===== config.mk =====
export PLATFORM = sky130hd
export DESIGN_NAME = gpio_port_regs
export DESIGN_NICKNAME = d
export VERILOG_FILES = /design/src/rtl/gpio_port_pkg.sv /design/src/rtl/gpio_in_sync.sv /design/src/rtl/gpio_setclr_reg.sv /design/src/rtl/gpio_plain_reg.sv /design/src/rtl/gpio_port_regs.sv
export SDC_FILE = /design/constraint.sdc
export NUM_CORES = 1
export LEC_CHECK = 0
export BUFFER_PORTS_ARGS = -buffer_cell sky130_fd_sc_hd__buf_4
export CAP_MARGIN = 25
export CORE_UTILIZATION = 50
export DETAILED_ROUTE_END_ITERATION = 8
export PLACE_DENSITY = 0.81
export SLEW_MARGIN = 25
export SYNTH_ARGS = -nofsm -noshare
export SYNTH_HDL_FRONTEND = slang
export SYNTH_SLANG_ARGS = --single-unit

===== constraint.sdc =====
create_clock -name clk -period 2.8 [get_ports clk]
set_clock_uncertainty 0.1 [all_clocks]
set_input_delay 0.14 -clock clk [delete_from_list [all_inputs] [get_ports clk]]
set_output_delay 0.14 -clock clk [all_outputs]
set_load 0.02 [all_outputs]

===== src/rtl/gpio_port_pkg.sv =====
// Package: register offsets and shared constants for the GPIO port bank.
// Assumes byte addresses and word-aligned registers.
package gpio_port_pkg;
    localparam int unsigned OFF_DATA     = 'h00;
    localparam int unsigned OFF_DATA_SET = 'h04;
    localparam int unsigned OFF_DATA_CLR = 'h08;
    localparam int unsigned OFF_PULL_DIS = 'h0C;
    localparam int unsigned OFF_DIR      = 'h10;
    localparam int unsigned OFF_DIR_SET  = 'h14;
    localparam int unsigned OFF_DIR_CLR  = 'h18;
    localparam int unsigned OFF_ALT_A    = 'h20;
    localparam int unsigned OFF_ALT_B    = 'h24;

    // Number of plain read/write registers (pull-disable, select A, select B).
    localparam int unsigned NUM_PLAIN = 3;

    // Pin mode encoding formed as {select B, select A}.
    typedef enum logic [1:0] {
        MODE_GPIO = 2'b00,
        MODE_ALT1 = 2'b01,
        MODE_ALT2 = 2'b10,
        MODE_ALT3 = 2'b11
    } pin_mode_e;
endpackage


===== src/rtl/gpio_in_sync.sv =====
// Module: two-flop synchronizer for the asynchronous pad inputs.
// Assumes each bit is independent (no multi-bit coherence is needed).
module gpio_in_sync #(
    parameter int unsigned W = 32
) (
    input  logic         clk,
    input  logic         rst_n,
    input  logic [W-1:0] async_in,
    output logic [W-1:0] sync_out
);
    logic [W-1:0] stage1;
    logic [W-1:0] stage2;
    logic [1:0]   warm_cnt;

    // Capture and retime the pad levels through two flops.
    always_ff @(posedge clk) begin
        if (!rst_n) begin
            stage1 <= '0;
            stage2 <= '0;
        end else begin
            stage1 <= async_in;
            stage2 <= stage1;
        end
    end

    // Count clean cycles since reset so the latency check starts only once it is valid.
    always_ff @(posedge clk) begin
        if (!rst_n)              warm_cnt <= '0;
        else if (warm_cnt != 2'd3) warm_cnt <= warm_cnt + 2'd1;
    end

    assign sync_out = stage2;

    AST_SYNC_TWO_EDGES: assert property (@(posedge clk) disable iff (!rst_n)
        (warm_cnt >= 2'd2) |-> (sync_out == $past(async_in, 2)));
endmodule


===== src/rtl/gpio_setclr_reg.sv =====
// Module: register with whole-word load plus write-one-to-set and
// write-one-to-clear updates. Assumes at most one strobe per cycle
// (the address decoder guarantees this).
module gpio_setclr_reg #(
    parameter int unsigned W = 32
) (
    input  logic         clk,
    input  logic         rst_n,
    input  logic         wr_full,
    input  logic         wr_set,
    input  logic         wr_clr,
    input  logic [W-1:0] wdata,
    output logic [W-1:0] q
);
    // Apply a load, a set mask or a clear mask to the stored word.
    always_ff @(posedge clk) begin
        if (!rst_n)       q <= '0;
        else if (wr_full) q <= wdata;
        else if (wr_set)  q <= q | wdata;
        else if (wr_clr)  q <= q & ~wdata;
    end

    AST_SET_FORCES_ONES: assert property (@(posedge clk) disable iff (!rst_n)
        wr_set |=> ((q & $past(wdata)) == $past(wdata)));
    AST_CLR_FORCES_ZEROS: assert property (@(posedge clk) disable iff (!rst_n)
        wr_clr |=> ((q & $past(wdata)) == '0));
    AST_MASK_KEEPS_OTHERS: assert property (@(posedge clk) disable iff (!rst_n)
        (wr_set || wr_clr) |=> (((q ^ $past(q)) & ~$past(wdata)) == '0));
endmodule


===== src/rtl/gpio_plain_reg.sv =====
// Module: plain read/write register with a single write enable.
// Assumes the write enable is already qualified by the address decode.
module gpio_plain_reg #(
    parameter int unsigned W = 32
) (
    input  logic         clk,
    input  logic         rst_n,
    input  logic         we,
    input  logic [W-1:0] wdata,
    output logic [W-1:0] q
);
    // Load the word on a write, otherwise hold it.
    always_ff @(posedge clk) begin
        if (!rst_n)  q <= '0;
        else if (we) q <= wdata;
    end
endmodule


===== src/rtl/gpio_port_regs.sv =====
// Module: top of the GPIO port register bank. Decodes the bus, holds the
// output value, direction, pull-disable and alternate-select registers,
// and returns the synchronized pin levels on reads of the data address.
// Assumes single-cycle bus accesses with combinational read data.
module gpio_port_regs
    import gpio_port_pkg::*;
#(
    parameter int unsigned NPINS  = 32,
    parameter int unsigned ADDR_W = 8
) (
    input  logic              clk,
    input  logic              rst_n,
    input  logic              bus_wr,
    input  logic              bus_rd,
    input  logic [ADDR_W-1:0] bus_addr,
    input  logic [NPINS-1:0]  bus_wdata,
    output logic [NPINS-1:0]  bus_rdata,
    input  logic [NPINS-1:0]  pad_in,
    output logic [NPINS-1:0]  pad_oe,
    output logic [NPINS-1:0]  pad_out,
    output logic [NPINS-1:0]  pad_pull_dis,
    output logic [NPINS-1:0]  alt_sel_a,
    output logic [NPINS-1:0]  alt_sel_b
);
    localparam logic [ADDR_W-1:0] A_DATA     = ADDR_W'(OFF_DATA);
    localparam logic [ADDR_W-1:0] A_DATA_SET = ADDR_W'(OFF_DATA_SET);
    localparam logic [ADDR_W-1:0] A_DATA_CLR = ADDR_W'(OFF_DATA_CLR);
    localparam logic [ADDR_W-1:0] A_PULL_DIS = ADDR_W'(OFF_PULL_DIS);
    localparam logic [ADDR_W-1:0] A_DIR      = ADDR_W'(OFF_DIR);
    localparam logic [ADDR_W-1:0] A_DIR_SET  = ADDR_W'(OFF_DIR_SET);
    localparam logic [ADDR_W-1:0] A_DIR_CLR  = ADDR_W'(OFF_DIR_CLR);
    localparam logic [ADDR_W-1:0] A_ALT_A    = ADDR_W'(OFF_ALT_A);
    localparam logic [ADDR_W-1:0] A_ALT_B    = ADDR_W'(OFF_ALT_B);
    localparam logic [ADDR_W-1:0] PLAIN_ADDR [NUM_PLAIN] = '{A_PULL_DIS, A_ALT_A, A_ALT_B};

    logic [NPINS-1:0] pin_level;
    logic [NPINS-1:0] out_q;
    logic [NPINS-1:0] dir_q;
    logic [NPINS-1:0] plain_q [NUM_PLAIN];

    // Synchronize the pad levels before anything reads them.
    gpio_in_sync #(.W(NPINS)) u_sync (
        .clk      (clk),
        .rst_n    (rst_n),
        .async_in (pad_in),
        .sync_out (pin_level)
    );

    // Output-value register with its atomic set and clear addresses.
    gpio_setclr_reg #(.W(NPINS)) u_out_reg (
        .clk     (clk),
        .rst_n   (rst_n),
        .wr_full (bus_wr && (bus_addr == A_DATA)),
        .wr_set  (bus_wr && (bus_addr == A_DATA_SET)),
        .wr_clr  (bus_wr && (bus_addr == A_DATA_CLR)),
        .wdata   (bus_wdata),
        .q       (out_q)
    );

    // Direction register with its atomic set and clear addresses.
    gpio_setclr_reg #(.W(NPINS)) u_dir_reg (
        .clk     (clk),
        .rst_n   (rst_n),
        .wr_full (bus_wr && (bus_addr == A_DIR)),
        .wr_set  (bus_wr && (bus_addr == A_DIR_SET)),
        .wr_clr  (bus_wr && (bus_addr == A_DIR_CLR)),
        .wdata   (bus_wdata),
        .q       (dir_q)
    );

    // Plain read/write registers: pull-disable, select A, select B.
    for (genvar g = 0; g < NUM_PLAIN; g++) begin : g_plain
        gpio_plain_reg #(.W(NPINS)) u_reg (
            .clk   (clk),
            .rst_n (rst_n),
            .we    (bus_wr && (bus_addr == PLAIN_ADDR[g])),
            .wdata (bus_wdata),
            .q     (plain_q[g])
        );
    end

    // Read multiplexer; set/clear and unmapped addresses return zero.
    always_comb begin
        bus_rdata = '0;
        if (bus_rd) begin
            unique case (bus_addr)
                A_DATA:     bus_rdata = pin_level;
                A_DIR:      bus_rdata = dir_q;
                A_PULL_DIS: bus_rdata = plain_q[0];
                A_ALT_A:    bus_rdata = plain_q[1];
                A_ALT_B:    bus_rdata = plain_q[2];
                default:    bus_rdata = '0;
            endcase
        end
    end

    assign pad_out      = out_q;
    assign pad_oe       = dir_q;
    assign pad_pull_dis = plain_q[0];
    assign alt_sel_a    = plain_q[1];
    assign alt_sel_b    = plain_q[2];

    logic addr_mapped;
    assign addr_mapped = (bus_addr == A_DATA) || (bus_addr == A_DATA_SET) ||
                         (bus_addr == A_DATA_CLR) || (bus_addr == A_PULL_DIS) ||
                         (bus_addr == A_DIR) || (bus_addr == A_DIR_SET) ||
                         (bus_addr == A_DIR_CLR) || (bus_addr == A_ALT_A) ||
                         (bus_addr == A_ALT_B);

    AST_RESET_ALL_INPUTS: assert property (@(posedge clk) disable iff (!rst_n)
        $rose(rst_n) |-> (pad_oe == '0 && pad_out == '0 && pad_pull_dis == '0 &&
                          alt_sel_a == '0 && alt_sel_b == '0));
    AST_UNMAPPED_WRITE_INERT: assert property (@(posedge clk) disable iff (!rst_n)
        (bus_wr && !addr_mapped) |=> ($stable(pad_out) && $stable(pad_oe) &&
            $stable(pad_pull_dis) && $stable(alt_sel_a) && $stable(alt_sel_b)));
endmodule


Word level (Yosys, flattened, before mapping)
Index checks and enable logic that the tools add are counted.
W data, S select, Z words.
{"block": "totals", "regBits": 224, "output_inout_bits": 192, "input_bits": 76, "wordCells": 40}
{"block": "op_classes", "n_mux": 8, "bitwise": 5, "reduce_logical": 12, "eq_ne": 8}
{"cell": "$mux W32", "n": 7}
{"cell": "$pmux W32 S5", "n": 1}
{"cell": "$and A32 B32 Y32", "n": 2}
{"cell": "$or A32 B32 Y32", "n": 2}
{"cell": "$not A32 Y32", "n": 1}
{"cell": "$eq A8 B5 Y1 const B", "n": 3}
{"cell": "$eq A8 B4 Y1 const B", "n": 2}
{"cell": "$eq A8 B6 Y1 const B", "n": 2}
{"cell": "$logic_and A1 B1 Y1", "n": 9}
{"cell": "$eq A8 B3 Y1 const B", "n": 1}
{"cell": "$logic_not A8 Y1", "n": 1}
{"cell": "$reduce_bool A3 Y1", "n": 2}

Longest topological paths before layout
Gate-level depths: netlist (run 1).
{"block": "logic_depth", "depth_word": 5, "mapped_depth": 7, "mapped_depth_nobuf": 4}

Modules after synthesis
Synthesis (run 1) repeated with hierarchy kept, for this count alone.
{"block": "unflattened", "cells_unflattened": 1025, "area_unflattened_um2": 10202.3}
{"module": "gpio_plain_reg", "cells_each": 103, "area_per_inst_um2": 1243.7, "n_inst": 3, "seq_area_each_um2": 640.6}
{"module": "gpio_setclr_reg", "cells_each": 174, "area_per_inst_um2": 1566.5, "n_inst": 2, "seq_area_each_um2": 640.6}
{"module": "gpio_in_sync", "cells_each": 134, "area_per_inst_um2": 1791.7, "n_inst": 1, "seq_area_each_um2": 1281.2}
{"module": "gpio_port_regs", "cells_each": 234, "area_per_inst_um2": 1546.5, "n_inst": 1, "seq_area_each_um2": 0.0}

Worst setup path before layout (run 1)
OpenSTA, ideal clock, no wires.
{"block": "synth_timing", "kind": "input to output", "start": "in bus_addr[2]", "end": "out bus_rdata[14]", "slack_ns": 0.940, "required_time_ns": 2.560, "path_stages": 6, "t_arrival_ns": 1.620, "cell_sequence": "buf_2 > nor4_2 > buf_2 > clkbuf_1 > nand3_1 > a21oi_1"}
{"block": "synth_via", "elab_chain_cells": 3, "word_cells_on_any_way": 7, "cone_classes": "eq/ne (4); mux (2); reduce/logical (1)"}
{"item": "start, declared", "line": "gpio_port_regs.sv:15", "text": "input logic [ADDR_W-1:0] bus_addr,"}
{"item": "$eq A8 B6 Y1, or another cell as far along", "line": "gpio_port_regs.sv:86", "text": "unique case (bus_addr)"}
{"item": "$pmux W32 S5 *", "line": "gpio_port_regs.sv:86"}
{"item": "$mux W32 *", "line": "gpio_port_regs.sv:85", "text": "if (bus_rd) begin"}
{"item": "end, declared", "line": "gpio_port_regs.sv:17", "text": "output logic [NPINS-1:0] bus_rdata,"}
Every way passes the cells marked *; elsewhere a longest branch is shown, timed or not.

Final worst setup path (run 1)
Same ends and word-level chain as after synthesis.

==> results of run 1 <==
cell families after synthesis:
| family | Yosys count | share of synthesized area |
|---|---|---|
| AND/OR/NAND/NOR | 379 | 0.194 |
| multiplexers | 52 | 0.0590 |
| AO/OA/AOI/OAI | 284 | 0.221 |
| buffers and inverters | 85 | 0.0391 |
| flip-flops | 224 | 0.487 |
synth_stat cells, types with 30 or more instances:
library cell    n  area share
a21boi_0       65       0.053
and2_1         67       0.046
nor2b_1        36       0.024
clkbuf_1       53       0.022
o21ai_0        64       0.035
mux2i_1        34       0.037
a21boi_1       63       0.051
buf_2          30       0.016
nand2_1       205       0.084
nor2_1         53       0.022
dfxtp_1       224        0.49
a22o_1         40       0.038
area by class of cell:
type,count,area share
sequential,224,0.348
multi-input combinational,715,0.343
timing repair buffer,368,0.232
clock buffer,32,0.0504
tap,229,0.0222
clock inverter,6,0.00457
metrics by stage:
step | util | std cells | cell area [um2]
2_1_floorplan | - | 1024 | 9210
3_3_place_gp | 0.640 | 1472 | 11500
3_5_place_dp | 0.640 | 1472 | 11500
4_1_cts | 0.714 | 1574 | 12900
5_1_grt | 0.714 | 1574 | 12900
6_report | 0.714 | 1574 | 12900
worst min-delay path by stage:
stage / slack (ps) / to / depth (start not counted)
final: 50 / g_plain[1].u_reg.q[22] / 2
after global routing: 70 / flop / 2
after CTS: 40 / g_plain[1].u_reg.q[22] / 2
after detailed placement: 250 / u_sync.stage1[1] / 2
after global placement: 250 / u_sync.stage1[29] / 2
after floorplan: 170 / u_sync.stage1[0] / 1
metal layers:
| metal | share of wire | vias up | global-route usage |
|---|---|---|---|
| li1 | - | 4132 | - |
| met2 | 0.46 | 512 | 0.523 |
| met5 | 0 | - | 0 |
| met3 | 0.089 | 96 | 0.0530 |
| met1 | 0.41 | 4296 | 0.432 |
| met4 | 0.039 | 0 | 0.132 |
power breakdown:
group / switching, mW / internal [mW]
Sequential: 0.0186 / 3.23
Clock: 1.23 / 1.70
Combinational: 0.212 / 0.221
Total: 1.46 / 5.16
worst reg2reg max path, delay by kind of cell (launching register included):
family | cells | cell delay, ps
DFF | 1 | 360
AOI/OAI and AO/OA | 2 | 330
repair_timing:
| action | CTS | global route |
|---|---|---|
| hold endpoints to repair | 192 | 0 |
| hold buffers | 64 | 0 |
| setup buffers | 0 | 0 |
==> run summary, run 1 <==
status = completed
initial drt markers = 841
Slew Viols, Final = 0
Max-slew headroom = 0.564
clock-pin slew on the worst setup and hold paths = 60 ps
Final ANT Viol Nets = 0
commonest non-fill, non-tap cell in the layout = buf_4
unrepaired setup endpoints after global routing = no
Seq/Total Area, Yosys = 0.487
Post-Place Worst Slack = 564 ps
worst hold slack = 50.8 ps
crit share post-route = 0.785
Congestion Overflow GR = 0
DR vias/cell = 5.74
fill cell count = 1385
Worst Reg-to-Reg Cells = 2
core box area = 18000 um2
first-pass GRT wire length = 46.9 mm
most frequent cells in the layout = 299 x buf_4, 224 x dfxtp_1, 205 x nand2_1
Top Ports = 268
number of global-route vias before repair = 8469
Setup crit start = bus_addr[2]
Root Buffer = clkbuf_16
synth warn = 0
number of synthesized register bits = 224
clock sinks = 224
Initial Util = 0.511
share of cells above drive strength 1 = 0.271
Post-synth ARST share = 0
Critical Path Sink = bus_rdata[14]
Tightest Hold Check Type = in -> reg
Seq. cell area = 4480 um2
f_max = 0.455 GHz
CTS max path bufs = 3
Crit path top cell by count = buf_4
final hold violation count = 0
WP depth = 7
Die X = 138 um
Final nets = 1408
Crit-path slowest cell = nor4_4
die area = 19000 um2
multi-input logic area = 4410 um2
Syn Nets = 1100
peak fanout along the critical path = 16
Clk Latency, worst-skew pair = 510 ps
top_reg_cell synth = dfxtp_1
Buf/Inv on CP = 3
post-layout min period = 2200 ps
crit path launch type = input port
DP HPWL = 21.1 mm
Power Total = 6.62 mW
FP Rows = 49
total track usage = 0.325
Setup TNS = 0 ps
Critical Path RT = 2560 ps
htree depth = 1
IO Port Bufs = 267
Worst path max stage delay = 640 ps
GP Congestion = 0.878
Antenna Diode Count = 0
# Max-Cap Violations = 0
total wire length = 31.8 mm
total CTS buffers = 23
drt wl/cell = 20.2 um
Least-Margin Pin Slew = 649 ps
pin count of the biggest net entering global routing = 98
initial antenna violation count = 0
number of enable flip-flop cells after synthesis = 0
Worst Hold Launch = rst_n
cell count after synthesis = 1024
setup violators final = 0
die height = 138 um
worst vdd ir = 0.000448 V
via count = 9036
leakage power = 5.39 nW
delay-heaviest family, CP = buffers and inverters
Critical Path AT = 1960 ps
Syn Area/Cell = 9.00 um2
Crit Path Class = in -> out
crit-path cells = buf_4 -> nor4_4 -> buf_4 -> a22o_1 -> a22oi_1 -> a21oi_1 -> buf_4
synthesized cell area = 9210 um2
post_cts resized = 0
DR pass1 iterations = 7
worst reg-to-reg setup slack = 1920 ps
endpoint type of the worst setup path = output port
CTS tree = done
Power Dens Cells = 514 nW/um2
Cell variety after synth = 32
Area Overhead vs Synth = 39.8%
PnR worst setup slack = 602 ps
DR DRC count = 0
Power figures use the tool's default switching activity.
==> inputs of run 2 (changes only) <==
Settings changed: ABC_AREA set to 1, CORE_UTILIZATION 50 to 47.
Clock period 2.8 ns to 2 ns, I/O delays scaled along.
==> run 2 against run 1 <==
  * Sequential share of layout area increased by 0.24 points
  * Global-route usage is 0.17 points lower
  * Register-to-register slack worse by 770 ps
  * Critical path type unchanged
  * Critical endpoint is now bus_rdata[29]
  * Largest power group unchanged
==> run summary, run 2 <==
status = completed
Max-slew headroom = 0.445 (-0.119)
Post-Synth Adder-Cell Area = 0 (unchanged)
Root Buffer = clkbuf_16
most frequent cell after synthesis = nand2_1
leakage power = 6.17 nW (+15%)
CTS tree = done
Antenna Diode Count = 0 (unchanged)
clock-pin slew on the worst setup and hold paths = 60 ps (about the same)
Int Power = 7.54 mW (+46%)
Seq/Total Area, Yosys = 0.498 (+0.0116)
total track usage = 0.323 (-0.00173)
Synth Area in Simple Gates = 0.285 (+0.0913)
XOR/XNOR Fraction of Synth Area = 0 (unchanged)
Syn Area/Cell = 7.00 um2 (-22%)
Syn Nets = 1362 (+24%)
initial drt markers = 968 (+15%)
Post-Place Worst Slack = 180 ps (-384 ps)
worst reg-to-reg setup slack = 1150 ps (-770 ps)
fin area = 12800 um2 (-0.68%)
final hold violation count = 0 (unchanged)
IO Port Bufs = 267 (unchanged)
Worst Reg-to-Reg Cells = 2 (unchanged)
Clock power frac = 0.470 (+0.026)
top-area cell type share of the netlist area = 0.498 (+0.0116)
drt wl/cell = 17.8 um (-12%)
area leader, netlist = dfxtp_1
f_max = 0.524 GHz
Critical Path AT = 1710 ps (-250 ps)
commonest non-fill, non-tap cell in the layout = nand2_1
setup violators final = 0 (unchanged)
first-pass GRT wire length = 49.3 mm (+5.1%)
via count = 9934 (+9.9%)
unrepaired setup endpoints after global routing = no
# Max-Cap Violations = 0 (unchanged)
clock sinks = 224 (unchanged)
CTS max path bufs = 3 (unchanged)
DR vias/cell = 5.36 (-6.6%)
FP Rows = 50 (+2.0%)
synth warn = 0 (unchanged)
most common library cells after synthesis = 399 x nand2_1, 224 x dfxtp_1, 191 x nor2_1
DR pass1 iterations = 7 (unchanged)
DP Cell Count = 1744 (+18%)
crit path launch type = input port
Least-Margin Pin Slew = 831 ps (+182 ps)
number of global-route vias before repair = 8919 (+5.3%)
DP HPWL = 21.4 mm (+1.6%)
die area = 19700 um2 (+3.8%)
top_reg_cell synth = dfxtp_1
Tightest Hold Check Type = in -> reg
PnR worst setup slack = 90.5 ps (-512 ps)
post-layout min period = 1910 ps
fill cell count = 1514 (+9.3%)
Post-synth ARST share = 0 (unchanged)
post-route insts no fill = 1853 (+18%)
core box area = 18700 um2 (+3.8%)
synthesized cell area = 9000 um2 (-2.3%)
combinational share of power = 0.058 (-0.007)
Power Dens Cells = 755 nW/um2 (+47%)
fraction of the mapped netlist area in compound gates = 0.142 (-0.0790)
Cell variety after synth = 21 (-34%)
largest family of logic cells by synthesized area = simple AND/OR/NAND/NOR gates
Crit Path Class = in -> out
Hold Path Cell Cnt = 8 (+6)
Final nets = 1679 (+19%)
post_cts resized = 0 (unchanged)
NetSw = 2.13 mW (+45%)
Die X = 140 um (+1.9%)
Placement Cell Area = 11300 um2 (-2.0%)
Critical Path RT = 1800 ps (-760 ps)
Top Ports = 268 (unchanged)
Initial Util = 0.481 (-0.0301)
share of cells above drive strength 1 = 0.224 (-0.0464)
cell count after synthesis = 1286 (+26%)
Clk Latency, worst-skew pair = 530 ps (+20 ps)
Setup TNS = 0 ps (unchanged)
Slew Viols, Final = 0 (unchanged)
pin count of the biggest net entering global routing = 129 (+32%)
worst vdd ir = 0.000666 V (+49%)
Congestion Overflow GR = 0 (unchanged)
Area Overhead vs Synth = 42.2%
number of enable flip-flop cells after synthesis = 0 (unchanged)
mux contribution to synthesized area = 0 (-0.0590)
total CTS buffers = 24 (+4.3%)
Power Total = 9.66 mW (+46%)
initial antenna violation count = 0 (unchanged)
Final ANT Viol Nets = 0 (unchanged)
number of synthesized register bits = 224 (unchanged)
GP Congestion = 0.948 (+8.1%)
htree depth = 1 (unchanged)
crit share post-route = 0.955
endpoint type of the worst setup path = output port
total wire length = 32.9 mm (+3.5%)
synth top area cells = dfxtp_1 50%, nand2_1 17%, nor2_1 8.0%, a21oi_1 7.2%, o21ai_0 6.9%
die height = 140 um (+1.9%)
switching part of the total power = 0.220 (-0.00106)
DR DRC count = 0 (unchanged)
peak fanout along the critical path = 24 (+8)
Seq pwr share = 0.471 (-0.020)
most frequent cells in the layout = 399 x nand2_1, 296 x buf_4, 224 x dfxtp_1
run 2: cell count changes in the layout (fill, tap and decap cells not counted), moves of 40 or more:
cell      delta
nor2_1     +138
inv_1       +77
a22o_1      -40
a21oi_1    +116
a21boi_0    -65
nand2_1    +194
and2_1      -67
o21ai_0     +60
a21boi_1    -63
run 2: power groups by stage:
stage          clock, mW  sequential [mW]  combinational [mW]
2_1_floorplan          0             4.65               0.177
3_3_place_gp           0             4.65               0.439
3_5_place_dp           0             4.65               0.444
4_1_cts             4.54             4.55               0.551
5_1_grt             4.75             4.56               0.601
6_report            4.55             4.55               0.563
run 2: path summary, 6_finish.rpt:
| path | from | to |
|---|---|---|
| setup reg to reg | flop | flop |
| hold reg to reg | u_sync.stage1[30] | u_sync.sync_out[30] |
| hold / removal | bus_addr[4] | flop |
| setup / recovery | bus_addr[1] | bus_rdata[29] |
run 2: kinds of logic after synthesis:
kind of cell           count (synthesis)
flip-flops                           224
AND/OR/NAND/NOR                      646
buffers and inverters                160
AO/OA/AOI/OAI                        256
run 2: metrics by stage:
step            util  hold slack [ps]
6_report       0.684             88.1
5_1_grt        0.684              152
4_1_cts        0.684             71.0
3_5_place_dp   0.604              184
3_3_place_gp   0.604              183
2_1_floorplan      -             97.6
run 2: area by class of cell:
class | count | area, um2 | share of cell area
multi-input combinational | 902 | 3880 | 0.303
timing repair buffer | 369 | 3010 | 0.236
inverter | 82 | 308 | 0.0241
tap | 234 | 293 | 0.0229
clock inverter | 6 | 91.3 | 0.00714
clock buffer | 36 | 726 | 0.0567
sequential | 224 | 4480 | 0.351
run 2: what timing repair did:
item	4_1_cts	5_1_grt
buffers inserted	0	0
hold endpoints to repair	192	0
hold buffers	67	0
run 2: routing by layer:
metal  vias to the layer above  track usage  routed length [um]
met5                         -            0                   0
met4                         0        0.170                1580
met3                       112       0.0540                3210
met2                       658        0.518               15100
met1                      4474        0.418               13100
li1                       4690            -                   -
run 2: worst max-delay path, cell delays in order:
cell and delay, ps:
buf_4 120, nor2_4 250, nand3_2 180, nor2_4 140, buf_4 350, nand2_1 90, nand2_1 80, nor2_1 40
a21oi_1 180, buf_4 180
